--- src/rtl/diff_clk_stop_pkg.sv ---
`timescale 1ns/1ps
package diff_clk_stop_pkg;
  typedef enum logic [1:0] {
    PK_RUN   = 2'd0,
    PK_HIGH  = 2'd1,
    PK_FLOAT = 2'd2
  } park_e;
endpackage

--- src/rtl/diff_clk_stop_sync.sv ---
`timescale 1ns/1ps
module diff_clk_stop_sync #(
  parameter int STAGES = 2
) (
  input  logic clk_i,
  input  logic rst_ni,
  input  logic stop_ni,
  output logic req_o
);
  logic [STAGES-1:0] stage_q;

  // sampled on rising edge of the complement clock
  generate
    for (genvar s = 0; s < STAGES; s++) begin : g_stage
      always_ff @(negedge clk_i or negedge rst_ni) begin
        if (!rst_ni) stage_q[s] <= 1'b0;
        else if (s == 0) stage_q[s] <= ~stop_ni;
        else stage_q[s] <= stage_q[(s == 0) ? 0 : s-1];
      end
    end
  endgenerate

  assign req_o = stage_q[STAGES-1];

  a_r3_two_stage: assert property (@(negedge clk_i) disable iff (!rst_ni)
    $rose(stage_q[STAGES-1]) |-> $past(stage_q[(STAGES > 1) ? STAGES-2 : 0]));
endmodule

--- src/rtl/diff_clk_stop_ctrl.sv ---
`timescale 1ns/1ps
module diff_clk_stop_ctrl
  import diff_clk_stop_pkg::*;
#(
  parameter int N_OUT = 4
) (
  input  logic                     clk_i,
  input  logic                     rst_ni,
  input  logic                     req_i,
  input  logic [N_OUT-1:0]         stop_en_i,
  input  logic [N_OUT-1:0]         hiz_i,
  output park_e [N_OUT-1:0]        mode_o
);
  logic             stopped_q;
  logic [N_OUT-1:0] mask_q;
  logic [N_OUT-1:0] hiz_q;

  // masks frozen at stop entry
  always_ff @(negedge clk_i or negedge rst_ni) begin
    if (!rst_ni) begin
      stopped_q <= 1'b0;
      mask_q    <= '0;
      hiz_q     <= '0;
    end else if (req_i && !stopped_q) begin
      stopped_q <= 1'b1;
      mask_q    <= stop_en_i;
      hiz_q     <= hiz_i;
    end else if (!req_i) begin
      stopped_q <= 1'b0;
    end
  end

  generate
    for (genvar i = 0; i < N_OUT; i++) begin : g_mode
      always_comb begin
        if (!(stopped_q && mask_q[i])) mode_o[i] = PK_RUN;
        else if (hiz_q[i])             mode_o[i] = PK_FLOAT;
        else                           mode_o[i] = PK_HIGH;
      end
      a_r2_unmasked_runs: assert property (@(negedge clk_i) disable iff (!rst_ni)
        !mask_q[i] |-> (mode_o[i] == PK_RUN));
    end
  endgenerate

  a_r3_entry_after_req: assert property (@(negedge clk_i) disable iff (!rst_ni)
    $rose(stopped_q) |-> $past(req_i));
  a_r9_mask_hold: assert property (@(negedge clk_i) disable iff (!rst_ni)
    (stopped_q && $past(stopped_q)) |-> ($stable(mask_q) && $stable(hiz_q)));
endmodule

--- src/rtl/diff_clk_stop_leg.sv ---
`timescale 1ns/1ps
module diff_clk_stop_leg
  import diff_clk_stop_pkg::*;
(
  input  logic  clk_i,
  input  logic  rst_ni,
  input  park_e mode_i,
  output logic  true_o,
  output logic  comp_o,
  output logic  true_en_o,
  output logic  comp_en_o
);
  logic hi_q;    // hold true leg high, moves while clk_i is high
  logic coff_q;  // gate complement, moves while clk_i is high
  logic lo_park; // float true leg, moves while clk_i is low

  always_ff @(posedge clk_i or negedge rst_ni) begin
    if (!rst_ni) begin
      hi_q   <= 1'b0;
      coff_q <= 1'b0;
    end else begin
      hi_q   <= (mode_i == PK_HIGH);
      coff_q <= (mode_i != PK_RUN);
    end
  end

  assign lo_park   = (mode_i == PK_FLOAT);
  assign true_o    = (clk_i | hi_q) & ~lo_park;
  assign comp_o    = ~clk_i & ~coff_q;
  assign true_en_o = ~lo_park;
  assign comp_en_o = ~coff_q;

  // sampled values at posedge reflect the low phase just ending
  a_r10_run_phase: assert property (@(posedge clk_i) disable iff (!rst_ni)
    (mode_i == PK_RUN && !hi_q && !coff_q) |->
      (!true_o && comp_o && true_en_o && comp_en_o));
  a_r5_park_high: assert property (@(posedge clk_i) disable iff (!rst_ni)
    hi_q |-> (true_o && !comp_o && true_en_o && !comp_en_o));
  a_r6_park_float: assert property (@(posedge clk_i) disable iff (!rst_ni)
    (mode_i == PK_FLOAT && coff_q) |->
      (!true_o && !comp_o && !true_en_o && !comp_en_o));
endmodule

--- src/rtl/diff_clk_stop.sv ---
`timescale 1ns/1ps
module diff_clk_stop
  import diff_clk_stop_pkg::*;
#(
  parameter int N_OUT       = 4,
  parameter int SYNC_STAGES = 2
) (
  input  logic             clk_i,
  input  logic             rst_ni,
  input  logic             stop_ni,
  input  logic [N_OUT-1:0] stop_en_i,
  input  logic [N_OUT-1:0] hiz_i,
  output logic [N_OUT-1:0] true_o,
  output logic [N_OUT-1:0] comp_o,
  output logic [N_OUT-1:0] true_en_o,
  output logic [N_OUT-1:0] comp_en_o
);
  logic                req;
  park_e [N_OUT-1:0]   mode;

  diff_clk_stop_sync #(.STAGES(SYNC_STAGES)) u_sync (
    .clk_i   (clk_i),
    .rst_ni  (rst_ni),
    .stop_ni (stop_ni),
    .req_o   (req)
  );

  diff_clk_stop_ctrl #(.N_OUT(N_OUT)) u_ctrl (
    .clk_i     (clk_i),
    .rst_ni    (rst_ni),
    .req_i     (req),
    .stop_en_i (stop_en_i),
    .hiz_i     (hiz_i),
    .mode_o    (mode)
  );

  generate
    for (genvar i = 0; i < N_OUT; i++) begin : g_leg
      diff_clk_stop_leg u_leg (
        .clk_i     (clk_i),
        .rst_ni    (rst_ni),
        .mode_i    (mode[i]),
        .true_o    (true_o[i]),
        .comp_o    (comp_o[i]),
        .true_en_o (true_en_o[i]),
        .comp_en_o (comp_en_o[i])
      );
    end
  endgenerate
endmodule

--- config.mk ---
export PLATFORM = sky130hd
export DESIGN_NAME = diff_clk_stop
export DESIGN_NICKNAME = d
export VERILOG_FILES = /design/src/rtl/diff_clk_stop_pkg.sv /design/src/rtl/diff_clk_stop_sync.sv /design/src/rtl/diff_clk_stop_ctrl.sv /design/src/rtl/diff_clk_stop_leg.sv /design/src/rtl/diff_clk_stop.sv
export SDC_FILE = /design/constraint.sdc
export NUM_CORES = 1
export LEC_CHECK = 0
export ABC_CLOCK_PERIOD_IN_PS = 1200
export BUFFER_PORTS_ARGS = -buffer_cell sky130_fd_sc_hd__buf_2
export CAP_MARGIN = 40
export CORE_UTILIZATION = 44
export CTS_BUF_LIST = sky130_fd_sc_hd__clkbuf_16
export DETAILED_ROUTE_END_ITERATION = 7
export PLACE_DENSITY_LB_ADDON = 0.08
export SYNTH_ARGS = -nofsm -noshare
export SYNTH_HDL_FRONTEND = slang
export SYNTH_SLANG_ARGS = --single-unit
--- constraint.sdc ---
create_clock -name clk_i -period 1.2 [get_ports clk_i]
set_input_delay 0.06 -clock clk_i [delete_from_list [all_inputs] [get_ports clk_i]]
set_output_delay 0.06 -clock clk_i [all_outputs]
set_load 0.01 [all_outputs]
# Word-level counts from Yosys, hierarchy flattened
# Index checks and enable logic that the tools add are counted.
dict set report classes {
  n_eq_ne 9
  mux 10
  bitwise 22
  n_reduce_logical 10
}
# cell count
set ops {}
lappend ops {{2-bit 2-to-1 mux} 8}
lappend ops {{1-bit NOT} 10}
lappend ops {{1-bit AND} 8}
lappend ops {{2-bit by 1-bit == test with 1-bit output, second input constant} 4}
lappend ops {{2-bit == test, second input constant} 4}
lappend ops {{2-bit nonzero test} 4}
lappend ops {{1-bit logical AND} 5}
lappend ops {{1-bit bitwise OR} 4}
lappend ops {{1-bit 2-to-1 mux} 2}
lappend ops {{2-bit by 1-bit inequality test with 1-bit output, second input constant} 1}
lappend ops {{1-bit zero test} 1}
dict set report word_totals {
  ff_bits 19
  input_bits 11
  output_inout_bits 16
  elab_cells 64
}

# Logic depth before layout (Yosys ltp)
# Gate-level depths: netlist of the first run.
dict set report logic_depth {
  ltp_word 5
  mapped_depth 3
  mapped_depth_nobuf 2
}

# Hierarchy
# From an unflattened synthesis of the first run, not the netlist that was laid out.
dict set report hier_totals {
  cells_unflattened 67
  hier_area_um2 848.3
}
# mod n_inst cells_each area_per_inst_um2 seq_area_each_um2
set by_module_without_submodules {}
lappend by_module_without_submodules {diff_clk_stop_ctrl 1 32 429.2 225.2}
lappend by_module_without_submodules {diff_clk_stop_leg 4 8 91.3 50.0}
lappend by_module_without_submodules {diff_clk_stop_sync 1 3 53.8 50.0}

==> results of run 1 <==
cell usage in the layout (no fill, tap or decap), types with 3 or more instances in the layout:
cell type / count
dfrtn_1: 11
dfrtp_1: 8
nor2_1: 3
buf_2: 26
and2_2: 4
nor2b_1: 3
inv_1: 6
nand3_2: 4
buf_6: 3
o21a_1: 4
clkbuf_16: 7
buf_4: 9
mux2_4: 8
cell families (layout without fill, tap and decap cells):
logic type | Yosys count | in the layout
simple gates | 17 | 17
mux | 8 | 8
compound gates | 4 | 4
buf+inv | 24 | 53
flops | 19 | 19
worst max-delay path, stage by stage (launching register included):
cell,delay (ns)
dfrtn_1,0.41
buf_4,0.14
nand3_2,0.08
o21a_1,0.11
buf_2,0.13
power by group through the flow:
stage          Clock, mW  Sequential, mW  Combinational [mW]
2_1_floorplan      0.787           0.760               0.156
3_3_place_gp       0.481           0.765               0.232
3_5_place_dp       0.481           0.767               0.239
4_1_cts             1.98           0.762               0.265
5_1_grt             2.09           0.771               0.295
6_report            1.95           0.762               0.267
flip-flops by register name, summed over array words and instances, names as in the netlist:
| name | count |
|---|---|
| u_ctrl.mask_q | 4 |
| u_sync.req_o | 1 |
| g_leg.u_leg.hi_q | 4 |
| u_ctrl.stopped_q | 1 |
| u_ctrl.hiz_q | 4 |
| u_sync.stage_q | 1 |
| g_leg.u_leg.coff_q | 4 |
cell usage after synthesis (all sizes together):
cell	count	share of area, %
and2	4	3.4
dfrtp	8	23
dfrtn	11	31
clkbuf	2	0.85
inv	5	2.1
nor2b	5	3.8
buf	17	15
mux2	8	14
nand3	4	2.3
o21a	4	3.4
nor2	4	1.7
final timing paths:
path                                   startpoint               endpoint
worst min-delay path                       rst_ni  g_leg[0].u_leg.coff_q
min in group clk_i              u_sync.stage_q[0]           u_sync.req_o
worst min register to register  u_sync.stage_q[0]           u_sync.req_o
worst max register to register   u_ctrl.stopped_q    g_leg[1].u_leg.hi_q
max in group asynchronous                  rst_ni       u_ctrl.mask_q[3]
worst max-delay path             u_ctrl.stopped_q              true_o[2]
timing repair:
item / in CTS / in global routing
pin swaps: 0 / 0
resized for setup: 10 / 2
hold endpoints to repair: 8 / 0
hold buffers: 1 / 0
setup buffers: 3 / 0
setup endpoints to repair: 24 / 25
layout make-up:
class                           count  share of cell area, %
Tap cell                           25                   2.53
Sequential cell                    19                   38.5
Inverter                            5                   1.52
Timing Repair Buffer               31                   16.3
Multi-Input combinational cell     29                   23.0
Clock buffer                       15                   17.4
Clock inverter                      2                  0.709
metrics by stage:
| stage | util (%) | setup TNS [ns] | hold slack, ns |
|---|---|---|---|
| after global routing | 68.5 | -10.62 | 0.211 |
| after global placement | 54.0 | -4.94 | 0.0187 |
| after CTS | 68.0 | -9.15 | 0.179 |
| after floorplan | - | -3.31 | -0.236 |
| after detailed placement | 54.0 | -5.23 | 0.0225 |
| final | 68.5 | -9.67 | 0.165 |
metal layers:
| layer | wire length (µm) | vias up | global-route usage, % |
|---|---|---|---|
| met1 | 636 | 265 | 18.7 |
| met3 | 93 | 8 | 10.4 |
| met4 | 45 | 0 | 21.1 |
| met5 | 0 | - | 0 |
| li1 | - | 270 | - |
| met2 | 756 | 25 | 23.3 |
==> qor.csv, run 1 <==
stage,metric,value,unit
routing,DRT Wirelength,1530,µm
yosys,synth warn,0,
floorplan,num ports,27,
yosys,"Seq/Total Area, Yosys",53.9,%
cells_and_area,Final Cell Area,1230,µm²
cells_and_area,Layout fillers,153,
floorplan,Die Wd,46.8,µm
power,combinational share of power,9.0,%
worst_hold_path,worst min-delay path category,in -> async,
floorplan,height of the die,46.8,µm
critical_path,worst-path maximum fanout,3,
placed_design,Port Buf Inserts,26,
sta,RSZ-0062 raised after global routing,yes,
job,max_cap viols,0,
run_status,failing checks,negative setup slack,
global_routing,vias in the first global route,619,
power,Clock power frac,65.5,%
power,Pint,2.18,mW
critical_path,CP arrival,1.88,ns
clocking,Worst-path clk slew,0.05,ns
sta,final worst setup slack,-0.744,ns
placed_design,global placer's final weighted congestion,0.682,
routing,routed len/inst,12.2,µm
sta,Worst Tran Pin Value,0.415,ns
critical_path,startpoint types,flop,
cells_and_area,share of cells above drive strength 1,64.4,%
critical_path,Setup CP Type,reg -> out,
routing,DRT iter0 DRCs,9,
yosys,Synth Register Bits,19,
global_routing,GRT Util Overall,18.0,%
sta,Rel. slew slack,72.4,%
critical_path,"Req. time, crit path",1.14,ns
global_routing,first-pass GRT wire length,2450,µm
placed_design,detailed-placement wirelength estimate,906,µm
power,sequential power share,25.6,%
yosys,xor/xnor cell area share of the yosys netlist,0,%
critical_path,R2R cell count,4,
cells_and_area,Sequential Area,475,µm²
run_status,status,finished with violations,
floorplan,row count,15,
routing,vias after detailed routing,568,
yosys,post-synthesis mux area share,13.6,%
power,Leak,0.623,nW
floorplan,DIE AREA,2190,µm²
yosys,Synth Area in Adders,0,%
power,net switching power,0.804,mW
sta,Slew Limit Fails,0,
yosys,Mapped Nets,83,
yosys,main combinational cell family by area after synthesis,buffers and inverters,
placed_design,dpl cell area,972,µm²
power,maximum VDD drop,1390,µV
yosys,Post-Syn Instances,72,
yosys,Unique masters post-synth,13,
cells_and_area,Layout area overhead,40.0,%
cells_and_area,area occupied by multi-input gates,284,µm²
cells_and_area,Total Nets Final,112,
floorplan,Initial Util,49.0,%
clocking,Skew-Pair Late Insertion Delay,0.41,ns
sta,clk_skew,0.0507,ns
cells_and_area,Layout Cells excl Fill,126,
global_routing,Overflow after GRT,0,
power,Pwr Density,2410,nW/µm²
yosys,complex-gate fraction of the synthesized area,3.40,%
routing,Pre-antenna DRT Iters,4,
routing,DRC Markers,0,
yosys,Syn Area/Cell,12.3,µm²
global_routing,initial antenna violation count,0,
routing,ANT nets after route,0,
clocking,TritonCTS clock tree,yes,
placed_design,Place WS,-0.388,ns
critical_path,R2R setup slack,-0.49,ns
power,switch share,27.0,%
global_routing,pin count of the biggest net entering global routing,20,
floorplan,Core ar.,1800,µm²
sta,final hold violation count,0,
placed_design,Cells after DPL,113,
yosys,synthesized cell area,882,µm²
routing,Vias/cell,4.51,
cells_and_area,Ant. Diodes,0,
yosys,Simple-Gate Fraction of Synth Area,11.2,%
critical_path,CP endpoint kind,output pin,
sta,# setup viols final,24,
power,overall power,2.98,mW
(Power assumes the default switching activity.)
==> run 2, diff against run 1 <==
- ABC_CLOCK_PERIOD_IN_PS: 1200 -> 2300
- CORE_UTILIZATION: 44 -> 50
- clock period: 1.2 -> 2.3 ns (I/O delays scaled with it)
==> qor.csv, run 2 (synthesis gave the netlist of run 1 again) <==
stage,metric,value,unit,change
critical_path,CP endpoint kind,output pin,,
sta,clk_skew,0.0514,ns,+0.000716 ns
cells_and_area,Layout fillers,123,,-20%
power,Pint,1.12,mW,-48%
critical_path,crit path cell chain,nand3_2 > o21a_1 > buf_2,,
routing,DRT Wirelength,1320,µm,-14%
placed_design,Port Buf Inserts,26,,unchanged
floorplan,Core ar.,1580,µm²,-13%
routing,Pre-antenna DRT Iters,6,,+2
cells_and_area,share of cells above drive strength 1,57.8,%,-6.6 points
critical_path,CP bufs+invs,1,,-1
critical_path,"Req. time, crit path",2.18,ns,+1.04 ns
cells_and_area,Ant. Diodes,0,,unchanged
floorplan,Initial Util,56.0,%,+7.0 points
floorplan,row count,14,,-1
routing,DRT iter0 DRCs,8,,-1
run_status,failing checks,"design-rule violations, negative setup slack",,
clocking,Skew-Pair Late Insertion Delay,0.41,ns,about the same
critical_path,CP max stage cell,dfrtn_1,,
job,max_cap viols,0,,unchanged
power,Pwr Density,1360,nW/µm²,-44%
power,combinational share of power,6.3,%,-2.7 points
power,net switching power,0.407,mW,-49%
power,maximum VDD drop,728,µV,-48%
floorplan,Die Wd,44,µm,-5.9%
power,Clock power frac,67.3,%,+1.8 points
critical_path,Setup CP Type,reg -> out,,
routing,DRC Markers,1,,+1
routing,routed length on met2,640,µm,-15%
routing,met3 WL,107,µm,+15%
floorplan,height of the die,44,µm,-5.9%
sta,RSZ-0062 raised after global routing,yes,,
run_status,status,finished with violations,,
global_routing,first-pass GRT wire length,2260,µm,-7.9%
routing,vias after detailed routing,517,,-9.0%
cells_and_area,"most common cell after layout, fill and taps aside",buf_2,,
critical_path,Top Family by Delay on Critical Path,flip-flops,,
critical_path,CP max stage delay,0.57,ns,+0.16 ns
cells_and_area,Total Nets Final,101,,-9.8%
routing,DRT met1 WL,535,µm,-16%
critical_path,startpoint types,flop,,
routing,ANT nets after route,0,,unchanged
critical_path,R2R setup slack,0.03,ns,+0.52 ns
placed_design,global placer's final weighted congestion,0.666,,-2.3%
floorplan,num ports,27,,unchanged
power,Leak,0.563,nW,-9.7%
clocking,Worst-path clk slew,0.05,ns,about the same
global_routing,initial antenna violation count,0,,unchanged
sta,# setup viols final,8,,-67%
sta,final worst setup slack,-0.334,ns,+0.410 ns
cells_and_area,Layout area overhead,27.2,%,
global_routing,pin count of the biggest net entering global routing,20,,unchanged
routing,DR top layer,met4,,
routing,Vias/cell,4.88,,+8.2%
sta,Rel. slew slack,61.2,%,-11 points
global_routing,vias in the first global route,581,,-6.1%
routing,routed len/inst,12.4,µm,+2.1%
worst_hold_path,worst min-delay path category,in -> async,,
clocking,TritonCTS clock tree,yes,,
global_routing,Overflow after GRT,0,,unchanged
sta,final hold violation count,0,,unchanged
cells_and_area,Final Util,71.2,%,+2.6 points
critical_path,worst-path maximum fanout,8,,+5
critical_path,CP arrival,2.52,ns,+0.64 ns
sta,Worst Tran Pin Value,0.579,ns,+0.165 ns
global_routing,GRT Util Overall,19.0,%,+0.95 points
sta,Slew Limit Fails,0,,unchanged
placed_design,Place WS,0.126,ns,+0.514 ns
floorplan,DIE AREA,1940,µm²,-12%
power,sequential power share,26.4,%,+0.8 points
cells_and_area,most frequent cells in the layout,"buf_2, dfrtn_1, mux2_4, dfrtp_1, clkbuf_16",,
power,switch share,26.6,%,-0.36 points
sta,Final TNS setup,-2.11,ns,+7.56 ns
[run 2: path summary, 6_finish.rpt]
| check | start | end | depth (start not counted) |
|---|---|---|---|
| worst min-delay path | rst_ni | g_leg[3].u_leg.hi_q | 2 |
| worst min register to register | u_sync.stage_q[0] | u_sync.req_o | 0 |
| min in group clk_i | u_sync.stage_q[0] | u_sync.req_o | 0 |
| max in group asynchronous | rst_ni | u_ctrl.hiz_q[1] | 2 |
| worst max-delay path | u_ctrl.stopped_q | true_o[3] | 3 |
| worst max register to register | u_ctrl.stopped_q | g_leg[0].u_leg.hi_q | 3 |
[run 2: per-layer routing]
metal / vias up / track usage [%]
met5: - / 0
li1: 245 / -
met3: 4 / 16.7
met1: 240 / 16.6
met2: 28 / 22.1
met4: 0 / 25.5
[run 2: power groups by stage]
stage	Clock, mW	Sequential, mW	Combinational (mW)
final	1.03	0.404	0.0962
after global routing	1.11	0.407	0.106
after CTS	1.03	0.400	0.0967
after detailed placement	0.251	0.403	0.0925
after global placement	0.251	0.403	0.0898
after floorplan	0.359	0.396	0.0814
[run 2: layout make-up]
class	count	area (µm²)	area share, %
repair buffers	20	108	9.59
flip-flops and latches	19	475	42.4
clock buffers	15	221	19.7
inverters	5	18.8	1.67
well taps	16	20.0	1.78
clock inverters	2	10.0	0.892
multi-input cells	29	269	24.0
[run 2: metrics by stage]
step | hold WS [ns] | total power [mW] | instances | instance area [µm²]
2_1_floorplan | -0.181 | 0.836 | 72 | 882
3_3_place_gp | 0.0709 | 0.744 | 95 | 893
3_5_place_dp | 0.0655 | 0.747 | 95 | 893
4_1_cts | 0.227 | 1.53 | 106 | 1100
5_1_grt | 0.267 | 1.62 | 106 | 1120
6_report | 0.216 | 1.53 | 106 | 1120
[run 2: timing repair]
action                                  in CTS  in global routing
endpoints found under the hold margin        8                  0
setup buffers                                1                  0
endpoints found under the setup margin       8                  8
cloned                                       0                  0
pin swaps                                    1                  3
hold buffers                                 1                  0
resized for setup                            1                  4
==> run 3, diff against run 2 <==
- CORE_UTILIZATION: 50 -> 52
==> qor.csv, run 3 (synthesis gave the netlist of run 1 again) <==
stage,metric,value,unit,change
run_status,status,finished with violations,,
run_status,failing checks,negative setup slack,,
cells_and_area,Ant. Diodes,0,,unchanged
routing,ANT nets after route,0,,unchanged
worst_hold_path,worst min-delay path category,in -> async,,
power,Leak,0.562,nW,about the same
critical_path,worst-path maximum fanout,8,,unchanged
cells_and_area,area occupied by multi-input gates,249,µm²,-7.4%
critical_path,"Req. time, crit path",2.18,ns,about the same
cells_and_area,Final Util,71.4,%,+0.24 points
sta,RSZ-0062 raised after global routing,yes,,
global_routing,first-pass GRT wire length,2150,µm,-4.6%
critical_path,Setup CP Type,reg -> out,,
global_routing,pin count of the biggest net entering global routing,20,,unchanged
floorplan,Initial Util,57.2,%,+1.3 points
power,overall power,1.49,mW,-2.7%
routing,DRT Wirelength,1300,µm,-1.1%
routing,Vias/cell,4.75,,-2.7%
placed_design,global placer's final weighted congestion,0.710,,+6.5%
placed_design,detailed-placement wirelength estimate,782,µm,
power,maximum VDD drop,766,µV,+5.2%
routing,DRC Markers,0,,-1
global_routing,Overflow after GRT,0,,unchanged
sta,final hold violation count,0,,unchanged
cells_and_area,share of cells above drive strength 1,52.7,%,-5.0 points
global_routing,vias in the first global route,576,,-0.86%
cells_and_area,"most common cell after layout, fill and taps aside",buf_2,,
critical_path,R2R cell count,3,,unchanged
routing,DRT iter0 DRCs,5,,-3
global_routing,initial antenna violation count,0,,unchanged
floorplan,num ports,27,,unchanged
sta,# setup viols final,8,,unchanged
floorplan,row count,14,,unchanged
clocking,TritonCTS clock tree,yes,,
placed_design,Port Buf Inserts,26,,unchanged
critical_path,startpoint types,flop,,
cells_and_area,Total Nets Final,102,,+0.99%
floorplan,DIE AREA,1860,µm²,-3.7%
clocking,CTS resizes,0,,-1
cells_and_area,Sequential Area,475,µm²,unchanged
sta,Slew Limit Fails,0,,unchanged
cells_and_area,most frequent cells in the layout,"buf_2, dfrtn_1, mux2_4, dfrtp_1",,
sta,Worst Tran Pin Value,0.580,ns,+0.000469 ns
floorplan,Core ar.,1540,µm²,-2.2%
clocking,Skew-Pair Late Insertion Delay,0.41,ns,about the same
sta,final worst setup slack,-0.306,ns,+0.0284 ns
routing,routed len/inst,12.1,µm,-2.1%
job,max_cap viols,0,,unchanged
sta,Rel. slew slack,61.2,%,about the same
routing,Pre-antenna DRT Iters,2,,-4
floorplan,Die Wd,43.2,µm,-1.9%
routing,vias after detailed routing,508,,-1.7%
sta,clk_skew,0.0542,ns,+0.00272 ns
critical_path,CP endpoint kind,output pin,,
power,Pwr Density,1350,nW/µm²,-0.77%
global_routing,GRT Util Overall,18.0,%,-1.0 points
floorplan,height of the die,43.2,µm,-1.9%
critical_path,CP arrival,2.49,ns,-0.03 ns
cells_and_area,Layout fillers,119,,-3.3%
cells_and_area,Layout area overhead,24.8,%,
clocking,Worst-path clk slew,0.05,ns,about the same
[run 3: cell count changes in the layout (fill, tap and decap cells not counted), sizes merged]
cell	delta
buf	+1
[run 3: layout make-up]
cell class              count  share of cell area, %
well taps                  16                   1.82
clock inverters             2                  0.682
clock buffers              15                   19.5
flip-flops and latches     19                   43.2
multi-input cells          29                   22.6
inverters                   5                   1.70
repair buffers             21                   10.5
[run 3: metrics by stage]
| step | std cells | hold WS [ns] | area (µm²) | setup TNS [ns] | setup WS (ns) |
|---|---|---|---|---|---|
| 5_1_grt | 107 | 0.284 | 1100 | -2.73 | -0.400 |
| 3_5_place_dp | 95 | 0.0702 | 893 | 0 | 0.111 |
| 4_1_cts | 106 | 0.233 | 1090 | -2.14 | -0.322 |
| 2_1_floorplan | 72 | -0.181 | 882 | 0 | 0.202 |
| 6_report | 107 | 0.217 | 1100 | -2.05 | -0.306 |
| 3_3_place_gp | 95 | 0.0676 | 893 | 0 | 0.134 |
[run 3: what timing repair did]
item,CTS,global route
buffers inserted,1,1
hold buffers,1,0
hold endpoints to repair,8,0
setup endpoints to repair,8,10
pin swaps,1,0
[run 3: report_power, final]
group | leakage, nW | internal (mW) | switching (mW) | total (mW)
sequential | 0.234 | 0.374 | 0.0246 | 0.399
combinational | 0.182 | 0.0581 | 0.0363 | 0.0944
clock | 0.146 | 0.667 | 0.328 | 0.996
total | 0.562 | 1.10 | 0.389 | 1.49
[run 3: worst max-delay path, cell delays in order (launching register included)]
cell and delay (ns):
dfrtn_1 0.55, nand3_1 0.13, o21a_1 0.12, buf_2 0.13
[run 3: final timing paths]
kind	startpoint	end	slack [ns]
worst max-delay path	u_ctrl.stopped_q	true_o[0]	-0.31
worst min-delay path	rst_ni	g_leg[0].u_leg.coff_q	0.22
worst max register to register	u_ctrl.stopped_q	g_leg[3].u_leg.hi_q	0.07
worst min register to register	u_sync.stage_q[0]	u_sync.req_o	0.30
max in group asynchronous	rst_ni	u_ctrl.mask_q[0]	0.78
min in group clk_i	u_sync.stage_q[0]	u_sync.req_o	0.30
[run 3: routing by layer]
layer / GRT usage [%] / vias up / routed length, µm
met3: 14.5 / 2 / 95
li1: - / 247 / -
met2: 24.2 / 20 / 699
met5: 0 / - / 0
met4: 18.8 / 0 / 9
met1: 15.6 / 239 / 495
